--- src/rtl/fsi_pkg.sv ---
package fsi_pkg;

  typedef enum logic {
    DIR_TO_PER  = 1'b0,
    DIR_TO_HOST = 1'b1
  } fsi_dir_e;

  // Clamp the programmed threshold: depth and depth-1 are the same setting.
  function automatic int unsigned fsi_eff_thr(int unsigned thr, int unsigned depth);
    return (thr >= depth - 1) ? depth - 1 : thr;
  endfunction

  // Service request condition for a given direction, occupancy and threshold.
  function automatic logic fsi_want(logic to_host, int unsigned lvl,
                                    int unsigned thr_eff, int unsigned depth);
    if (to_host) return (lvl + thr_eff >= depth);
    return (lvl <= thr_eff);
  endfunction

endpackage

--- src/rtl/fsi_store.sv ---
module fsi_store #(
  parameter int DEPTH = 16,
  parameter int DW    = 8,
  localparam int AW   = $clog2(DEPTH),
  localparam int CW   = $clog2(DEPTH + 1)
) (
  input  logic          clk,
  input  logic          rst_n,
  input  logic          push,
  input  logic          pop,
  input  logic [DW-1:0] din,
  output logic [DW-1:0] dout,
  output logic [CW-1:0] lvl,
  output logic          full,
  output logic          empty
);

  logic [DW-1:0] mem [DEPTH];
  logic [AW-1:0] wp, rp;
  logic          push_ok, pop_ok;

  assign full    = (lvl == CW'(DEPTH));
  assign empty   = (lvl == '0);
  assign push_ok = push && !full;
  assign pop_ok  = pop && !empty;
  assign dout    = mem[rp];

  function automatic logic [AW-1:0] nxt(logic [AW-1:0] p);
    return (p == AW'(DEPTH - 1)) ? '0 : p + 1'b1;
  endfunction

  always_ff @(posedge clk) begin
    if (push_ok) mem[wp] <= din;
  end

  always_ff @(posedge clk) begin
    if (!rst_n) begin
      wp  <= '0;
      rp  <= '0;
      lvl <= '0;
    end else begin
      if (push_ok) wp <= nxt(wp);
      if (pop_ok)  rp <= nxt(rp);
      unique case ({push_ok, pop_ok})
        2'b10:   lvl <= lvl + 1'b1;
        2'b01:   lvl <= lvl - 1'b1;
        default: lvl <= lvl;
      endcase
    end
  end

  // occupancy never exceeds the depth
  a_r1_level_bound: assert property (@(posedge clk) disable iff (!rst_n)
    lvl <= CW'(DEPTH));
  // a lone push into a full buffer changes nothing
  a_r2_no_overflow: assert property (@(posedge clk) disable iff (!rst_n)
    (full && push && !pop) |=> (full && $stable(lvl)));
  // a lone pop from an empty buffer changes nothing
  a_r2_no_underflow: assert property (@(posedge clk) disable iff (!rst_n)
    (empty && pop && !push) |=> empty);
  // a simultaneous push and pop in the middle keeps the level
  a_r3_both_hold: assert property (@(posedge clk) disable iff (!rst_n)
    (push && pop && !full && !empty) |=> $stable(lvl));

endmodule

--- src/rtl/fsi_thresh.sv ---
module fsi_thresh
  import fsi_pkg::*;
#(
  parameter int DEPTH = 16,
  localparam int CW   = $clog2(DEPTH + 1)
) (
  input  logic          clk,
  input  logic          rst_n,
  input  logic          dir_in,
  input  logic [CW-1:0] thr,
  input  logic [CW-1:0] lvl,
  output fsi_dir_e      dir_q,
  output logic          req
);

  int unsigned thr_eff;

  always_ff @(posedge clk) begin
    if (!rst_n) dir_q <= DIR_TO_PER;
    else        dir_q <= fsi_dir_e'(dir_in);
  end

  always_comb begin
    thr_eff = fsi_eff_thr(32'(thr), DEPTH);
    req     = fsi_want(dir_q == DIR_TO_HOST, 32'(lvl), thr_eff, DEPTH);
  end

  // a toward-host request always leaves bytes to read
  a_r4_rd_has_data: assert property (@(posedge clk) disable iff (!rst_n)
    (dir_q == DIR_TO_HOST && req) |-> (lvl != '0));
  // a toward-peripheral request always leaves room to write
  a_r5_wr_has_room: assert property (@(posedge clk) disable iff (!rst_n)
    (dir_q == DIR_TO_PER && req) |-> (lvl != CW'(DEPTH)));

endmodule

--- src/rtl/fsi_svc.sv ---
module fsi_svc (
  input  logic clk,
  input  logic rst_n,
  input  logic req,
  input  logic svc_we,
  input  logic svc_wd,
  output logic svc_q,
  output logic irq
);

  logic set_evt;

  assign set_evt = req && !svc_q && !svc_we;

  always_ff @(posedge clk) begin
    if (!rst_n) begin
      svc_q <= 1'b1;
      irq   <= 1'b0;
    end else begin
      irq <= set_evt;
      if (svc_we)       svc_q <= svc_wd;
      else if (set_evt) svc_q <= 1'b1;
    end
  end

  // an interrupt only follows an armed service bit and leaves it set
  a_r7_irq_from_armed: assert property (@(posedge clk) disable iff (!rst_n)
    irq |-> (svc_q && !$past(svc_q)));
  // the interrupt lasts one cycle
  a_r7_irq_single: assert property (@(posedge clk) disable iff (!rst_n)
    irq |=> !irq);
  // a set service bit stays set until the host writes it
  a_r8_sticky: assert property (@(posedge clk) disable iff (!rst_n)
    (svc_q && !svc_we) |=> svc_q);
  // a host write always lands
  a_r8_write_wins: assert property (@(posedge clk) disable iff (!rst_n)
    svc_we |=> (svc_q == $past(svc_wd) && !irq));

endmodule

--- src/rtl/pp_fifo_svc_irq.sv ---
module pp_fifo_svc_irq
  import fsi_pkg::*;
#(
  parameter int DEPTH = 16,
  parameter int DW    = 8,
  localparam int CW   = $clog2(DEPTH + 1)
) (
  input  logic          clk,
  input  logic          rst_n,
  input  logic          to_host,
  input  logic [CW-1:0] thresh,
  input  logic          host_wr,
  input  logic [DW-1:0] host_din,
  input  logic          host_rd,
  input  logic          per_wr,
  input  logic [DW-1:0] per_din,
  input  logic          per_rd,
  output logic [DW-1:0] rd_data,
  input  logic          svc_we,
  input  logic          svc_wd,
  output logic          svc,
  output logic          irq,
  output logic [CW-1:0] level,
  output logic          full,
  output logic          empty
);

  fsi_dir_e      dir_q;
  logic          req;
  logic          push, pop;
  logic [DW-1:0] push_data;

  // side roles follow the registered direction
  always_comb begin
    if (dir_q == DIR_TO_HOST) begin
      push      = per_wr;
      push_data = per_din;
      pop       = host_rd;
    end else begin
      push      = host_wr;
      push_data = host_din;
      pop       = per_rd;
    end
  end

  fsi_store #(.DEPTH(DEPTH), .DW(DW)) u_store (
    .clk(clk), .rst_n(rst_n), .push(push), .pop(pop), .din(push_data),
    .dout(rd_data), .lvl(level), .full(full), .empty(empty)
  );

  fsi_thresh #(.DEPTH(DEPTH)) u_thresh (
    .clk(clk), .rst_n(rst_n), .dir_in(to_host), .thr(thresh),
    .lvl(level), .dir_q(dir_q), .req(req)
  );

  fsi_svc u_svc (
    .clk(clk), .rst_n(rst_n), .req(req), .svc_we(svc_we),
    .svc_wd(svc_wd), .svc_q(svc), .irq(irq)
  );

  // at an interrupt the requested burst fits
  a_r10_burst_fits: assert property (@(posedge clk) disable iff (!rst_n)
    irq |-> (dir_q == DIR_TO_HOST ? !empty : !full));

endmodule

--- config.mk ---
export PLATFORM = sky130hd
export DESIGN_NAME = pp_fifo_svc_irq
export DESIGN_NICKNAME = d
export VERILOG_FILES = /design/src/rtl/fsi_pkg.sv /design/src/rtl/fsi_store.sv /design/src/rtl/fsi_thresh.sv /design/src/rtl/fsi_svc.sv /design/src/rtl/pp_fifo_svc_irq.sv
export SDC_FILE = /design/constraint.sdc
export NUM_CORES = 1
export LEC_CHECK = 0
export CAP_MARGIN = 20
export CORE_ASPECT_RATIO = 0.5
export CORE_MARGIN = 2
export CORE_UTILIZATION = 39
export DETAILED_ROUTE_END_ITERATION = 7
export PLACE_DENSITY = 0.61
export SYNTH_ARGS = -nofsm -noshare
export SYNTH_HDL_FRONTEND = slang
export SYNTH_HIERARCHICAL = 1
export SYNTH_SLANG_ARGS = --single-unit
--- constraint.sdc ---
create_clock -name clk -period 4.78 [get_ports clk]
set_input_delay 0.717 -clock clk [delete_from_list [all_inputs] [get_ports clk]]
set_output_delay 0.717 -clock clk [all_outputs]
set_load 0.01 [all_outputs]
==> flow_metrics.tcl, run 1 <==
set metrics [dict create \
    place_area_um2 7060 \
    stdcell_area_um2 7640 \
    regToRegStartpoint "u_thresh/dir_q$_SDFF_PN0_" \
    hpwl_um 8020 \
    ios 47 \
    worst_setup_path_start_kind "register" \
    period_needed_ns 3.76 \
    drt-pass1-iter-count 4 \
    die-area_um2 17500 \
    yosysUniqueCellTypes 52 \
    vias 3231 \
    yosysMostFrequentCell "edfxtp_1" \
    netlist_instances 352 \
    cp_max_fo 18 \
    max-vdd-ir-drop_uv 224 \
    fin_worst_skew_ns 0.00670 \
    postCtsSetupRepairBufs 0 \
    grt_max_degree 33 \
    maxCapViolCount 0 \
    status "finished clean" \
    multi_input_area_um2 2000 \
    ys_top_cells_by_area "edfxtp_1 60%, mux4_2 13%, dfxtp_1 6.3%" \
    grt_use_total 0.160 \
    die_w_um 185 \
    grt_pass1_wl_um 19500 \
    instances_no_fill 644 \
    cts_tree "built" \
    postRouteAntennaNets 0 \
    post-route-period-util 0.787 \
    rsz0062_at_grt "no" \
    cts.root.buffer_cell "clkbuf_16" \
    tightest_slew_ns 1.03 \
    slew_headroom 0.312 \
    cts_resized 0 \
    crit_arrival_ns 3.04 \
    hold_class "register to register" \
    area_growth_syn_to_layout_pct 19.3 \
    drc 0 \
    insertion_delay_ns 0.42 \
    grt_pass1_vias 3270 \
    drive_above_1_share 0.237 \
    yosys.area.top_type "edfxtp_1" \
    finalHoldViolations 0 \
    cts_buffers 17 \
    endpoint_kind "primary output" \
    synthTopCellsByCount "128 x edfxtp_1, 36 x mux4_2, 20 x dfxtp_1" \
    synth_fp_nets 401 \
    fin_nets 453 \
    ys_seq_elements 148 \
    power.density_nw_per_um2 486 \
    fillers 1373 \
    fp-row-count 33 \
    cts_sinks 148 \
    antenna_found_initial 0 \
    antennaDiodeCount 0 \
    die_h_um 94.6 \
    start_util 0.394 \
    p_leak_nw 2.57 \
    grt_overflow 0 \
    cp.required_ns 4.06 \
    setup_viol 0 \
    cts_hold_buf 0 \
    synth-edff-count 128 \
    drt_iter0_markers 302 \
    vias_per_cell 5.02 \
    worstHoldStart "u_store/rp[3]$_SDFFE_PN0N_" \
    ys.flop_type "edfxtp_1" \
    placed_cells 611 \
    path_class "register to primary output" \
    core_um2 16200 \
    portBuffers 46 \
    drv_slew 0 \
    clk_path_buf_depth 2 \
    wire_per_inst_um 19.9 \
    synth_area_per_cell_um2 18.2 \
    synth_top_area_frac 0.600 \
    async_flop_share 0 \
    finalSetupTns_ns 0 \
    gp_congestion 0.721 \
    ys.warnings.count 6 \
    area.sequential_um2 4250 \
    hold_slack_ns 0.524 \
    yosysSeqAreaShare 0.663 \
    htree_num_levels 4 \
    wirelength_um 12800 \
    path_clk_slew_ns 0.06 \
    synth_area_um2 6400 \
    fmax_mhz 266 \
]
cell usage in the layout, fill, tap and decap left out, types with 3 or more instances in the layout:
master           instances
edfxtp_1               128
clkdlybuf4s50_1         46
mux4_2                  36
ha_1                    19
dfxtp_1                 19
clkbuf_16               17
inv_1                   11
nand2_1                 11
mux2_4                  10
nor2_1                  10
a21oi_1                  8
and3_1                   7
inv_6                    6
xor2_1                   6
nand3_1                  6
and2_1                   5
mux4_1                   4
mux2i_1                  4
or2_2                    4
inv_8                    3
clkinv_4                 3
and4_1                   3
nor3_1                   3
o21ai_0                  3
a31oi_1                  3
buf_4                    3
nor2b_1                  3
layer usage:
layer / global-route usage / wire length (um) / up-vias
met5: 0 / 0 / -
met4: 0.0575 / 85 / 0
met3: 0.0386 / 465 / 6
met2: 0.248 / 6000 / 58
met1: 0.222 / 6270 / 1664
li1: - / - / 1503
cells by family after synthesis:
group | after synthesis | synth area share
XOR/XNOR | 6 | 0.00821
multiplexers | 54 | 0.173
other | 2 | 0.00117
buffers and inverters | 29 | 0.0252
adder cells (fa/ha/maj) | 19 | 0.0371
AO/OA/AOI/OAI | 29 | 0.0338
AND/OR/NAND/NOR | 65 | 0.0586
flip-flops | 148 | 0.663
report_power, final:
part	leakage, nW	internal [W]	switching [W]	total [W]
Clock	0.272	0.000688	0.000574	0.00126
Sequential	1.32	0.00147	0.000106	0.00158
Combinational	0.979	0.000492	0.000377	0.000869
Total	2.57	0.00265	0.00106	0.00371
flip-flops by register name, indices dropped and copies added, names as in the netlist, named ones only:
register        flops
u_store/wp          4
u_store/mem       128
u_svc/irq           1
u_store/rp          4
u_thresh/dir_q      1
u_store/lvl         5
u_svc/svc_q         1
final cells by class:
class,instances,area share
clock buffer,17,0.0557
clock inverter,15,0.0182
multi-input combinational,175,0.262
sequential,148,0.556
timing repair buffer,50,0.0647
inverter,12,0.00655
tap,227,0.0372
stage by stage:
stage	utilization	setup slack, ns	total power, W
6_report	0.471	1.02	0.00371
5_1_grt	0.471	0.835	0.00390
3_3_place_gp	0.435	1.42	0.00248
3_5_place_dp	0.435	1.38	0.00250
4_1_cts	0.470	0.928	0.00376
2_1_floorplan	-	1.92	0.00224
final timing paths:
| kind | slack (ns) | end | cells past startpoint |
|---|---|---|---|
| worst max register to register | 1.80 | u_store/lvl[2]$_SDFFE_PN0P_ | 10 |
| worst min-delay path | 0.52 | u_store/rp[3]$_SDFFE_PN0N_ | 2 |
| worst min register to register | 0.52 | u_store/rp[3]$_SDFFE_PN0N_ | 2 |
| worst max-delay path | 1.02 | rd_data[4] | 4 |
worst max-delay path: stages, from the launching register on:
cell	delay [ns]
dfxtp_2	0.73
buf_4	0.33
mux4_1	0.57
mux4_2	0.49
clkdlybuf4s50_1	0.49
No activity file was read; power rests on OpenSTA's default activity.
==> inputs of run 2 (changes only) <==
==> constraint.sdc (replaced) <==
create_clock -name clk -period 3.57 [get_ports clk]
set_input_delay 0.5355 -clock clk [delete_from_list [all_inputs] [get_ports clk]]
set_output_delay 0.5355 -clock clk [all_outputs]
set_load 0.01 [all_outputs]
==> flow_metrics.tcl, run 2 (synthesis gave the netlist of run 1 again) <==
set metrics [dict create \
    reg2reg_slack_ns 0.70 \
    crit_arrival_ns 2.64 \
    slew_headroom 0.532 \
    rsz0062_at_grt "no" \
    layout_setup_ws_ns 0.399 \
    antennaDiodeCount 0 \
    regMostFlops "u_store/mem" \
    utilization 0.473 \
    post-route-period-util 0.888 \
    ios 47 \
    fp-row-count 33 \
    max-vdd-ir-drop_uv 280 \
    reg2regPathDepth 10 \
    vias_per_cell 5.10 \
    wire_per_inst_um 19.4 \
    die-area_um2 17500 \
    power_w 0.00506 \
    gp_congestion 0.749 \
    cts_hold_buf 0 \
    hpwl_um 7730 \
    grt_pass1_wl_um 19300 \
    worstPathCellList "buf_12, mux4_1, mux4_2, clkdlybuf4s50_1" \
    place_area_um2 7090 \
    maxCapViolCount 0 \
    die_h_um 94.6 \
    cp_max_fo 32 \
    final_cell_mix "128 x edfxtp_1, 46 x clkdlybuf4s50_1, 36 x mux4_2" \
    multi_input_area_um2 2000 \
    cts_sinks 148 \
    period_needed_ns 3.17 \
    start_util 0.394 \
    fin_worst_skew_ns 0.00625 \
    setup_viol 0 \
    htree_num_levels 4 \
    status "finished clean" \
    power.density_nw_per_um2 659 \
    final_common_cell "edfxtp_1" \
    crit_end "rd_data[4]" \
    stdcell_area_um2 7680 \
    cts_tree "built" \
    cp.required_ns 3.03 \
    drive_above_1_share 0.237 \
    grt_overflow 0 \
    portBuffers 46 \
    fin_nets 454 \
    tightest_slew_ns 0.701 \
    slowest_delay_ns 0.60 \
    vias 3286 \
    finalHoldViolations 0 \
    postCtsSetupRepairBufs 0 \
    antenna_found_initial 0 \
    path_class "register to primary output" \
    insertion_delay_ns 0.41 \
    fmax_mhz 315 \
    wirelength_um 12500 \
    endpoint_kind "primary output" \
    crit_slowest_cell "mux4_1" \
    postRouteAntennaNets 0 \
    grt_max_degree 33 \
    cts_resized 0 \
    clk_path_buf_depth 2 \
    grt_pass1_vias 3307 \
    area_growth_syn_to_layout_pct 19.9 \
    path_clk_slew_ns 0.06 \
    die_w_um 185 \
    hold_class "register to register" \
    grt_use_total 0.156 \
    largest_reg_flops 128 \
    cts.root.buffer_cell "clkbuf_16" \
    p_leak_nw 2.59 \
    r2r-end "u_store/lvl[2]$_SDFFE_PN0P_" \
    drt_iter0_markers 225 \
    drt-pass1-iter-count 4 \
    dp_slack_ns 0.614 \
    fillers 1361 \
    finalSetupTns_ns 0 \
    core_um2 16200 \
    cts_buffers 17 \
    worst_setup_path_start_kind "register" \
    area.sequential_um2 4250 \
    reg_top3 "u_store/mem: 128 flops, u_store/lvl: 5 flops" \
    regToRegStartpoint "u_store/lvl[3]$_SDFFE_PN0P_" \
    worstHoldStart "u_store/wp[1]$_SDFFE_PN0P_" \
    drv_slew 0 \
    drc 0 \
]
-- run 2: worst min path at each step --
stage / end / slack [ns] / depth (start not counted)
after floorplan: register / 0.48 / 2
after global placement: u_store/rp[3]$_SDFFE_PN0N_ / 0.51 / 2
after detailed placement: register / 0.51 / 2
after CTS: u_store/wp[1]$_SDFFE_PN0P_ / 0.53 / 2
after global routing: register / 0.56 / 2
final: u_store/wp[1]$_SDFFE_PN0P_ / 0.52 / 2
-- run 2: worst max-delay path: cells and delay by family, from the launching register on --
| family | cells | cell delay, ns |
|---|---|---|
| buffers and inverters | 2 | 0.76 |
| muxes | 2 | 1.10 |
| DFF | 1 | 0.34 |
-- run 2: area by class of cell --
class	instances	area share
sequential	148	0.553
clock buffer	17	0.0554
clock inverter	14	0.0217
timing repair buffer	51	0.0665
multi-input combinational	175	0.260
inverter	12	0.00652
tap	227	0.0370
-- run 2: per-layer routing --
| layer | vias to the layer above | track usage | routed length [um] |
|---|---|---|---|
| met5 | - | 0 | 0 |
| met4 | 0 | 0.0582 | 182 |
| met3 | 16 | 0.0378 | 467 |
| met2 | 88 | 0.238 | 5740 |
| met1 | 1676 | 0.218 | 6100 |
| li1 | 1506 | - | - |
-- run 2: where the power goes --
group          switching, W  internal, W
Clock              0.000723      0.00105
Sequential        0.0000882      0.00197
Combinational      0.000562     0.000666
Total               0.00137      0.00369
-- run 2: per-stage QoR --
stage	hold slack, ns	instances
floorplan	0.477	352
detailed placement	0.514	613
global placement	0.510	613
finish	0.523	644
CTS	0.530	644
global route	0.562	644
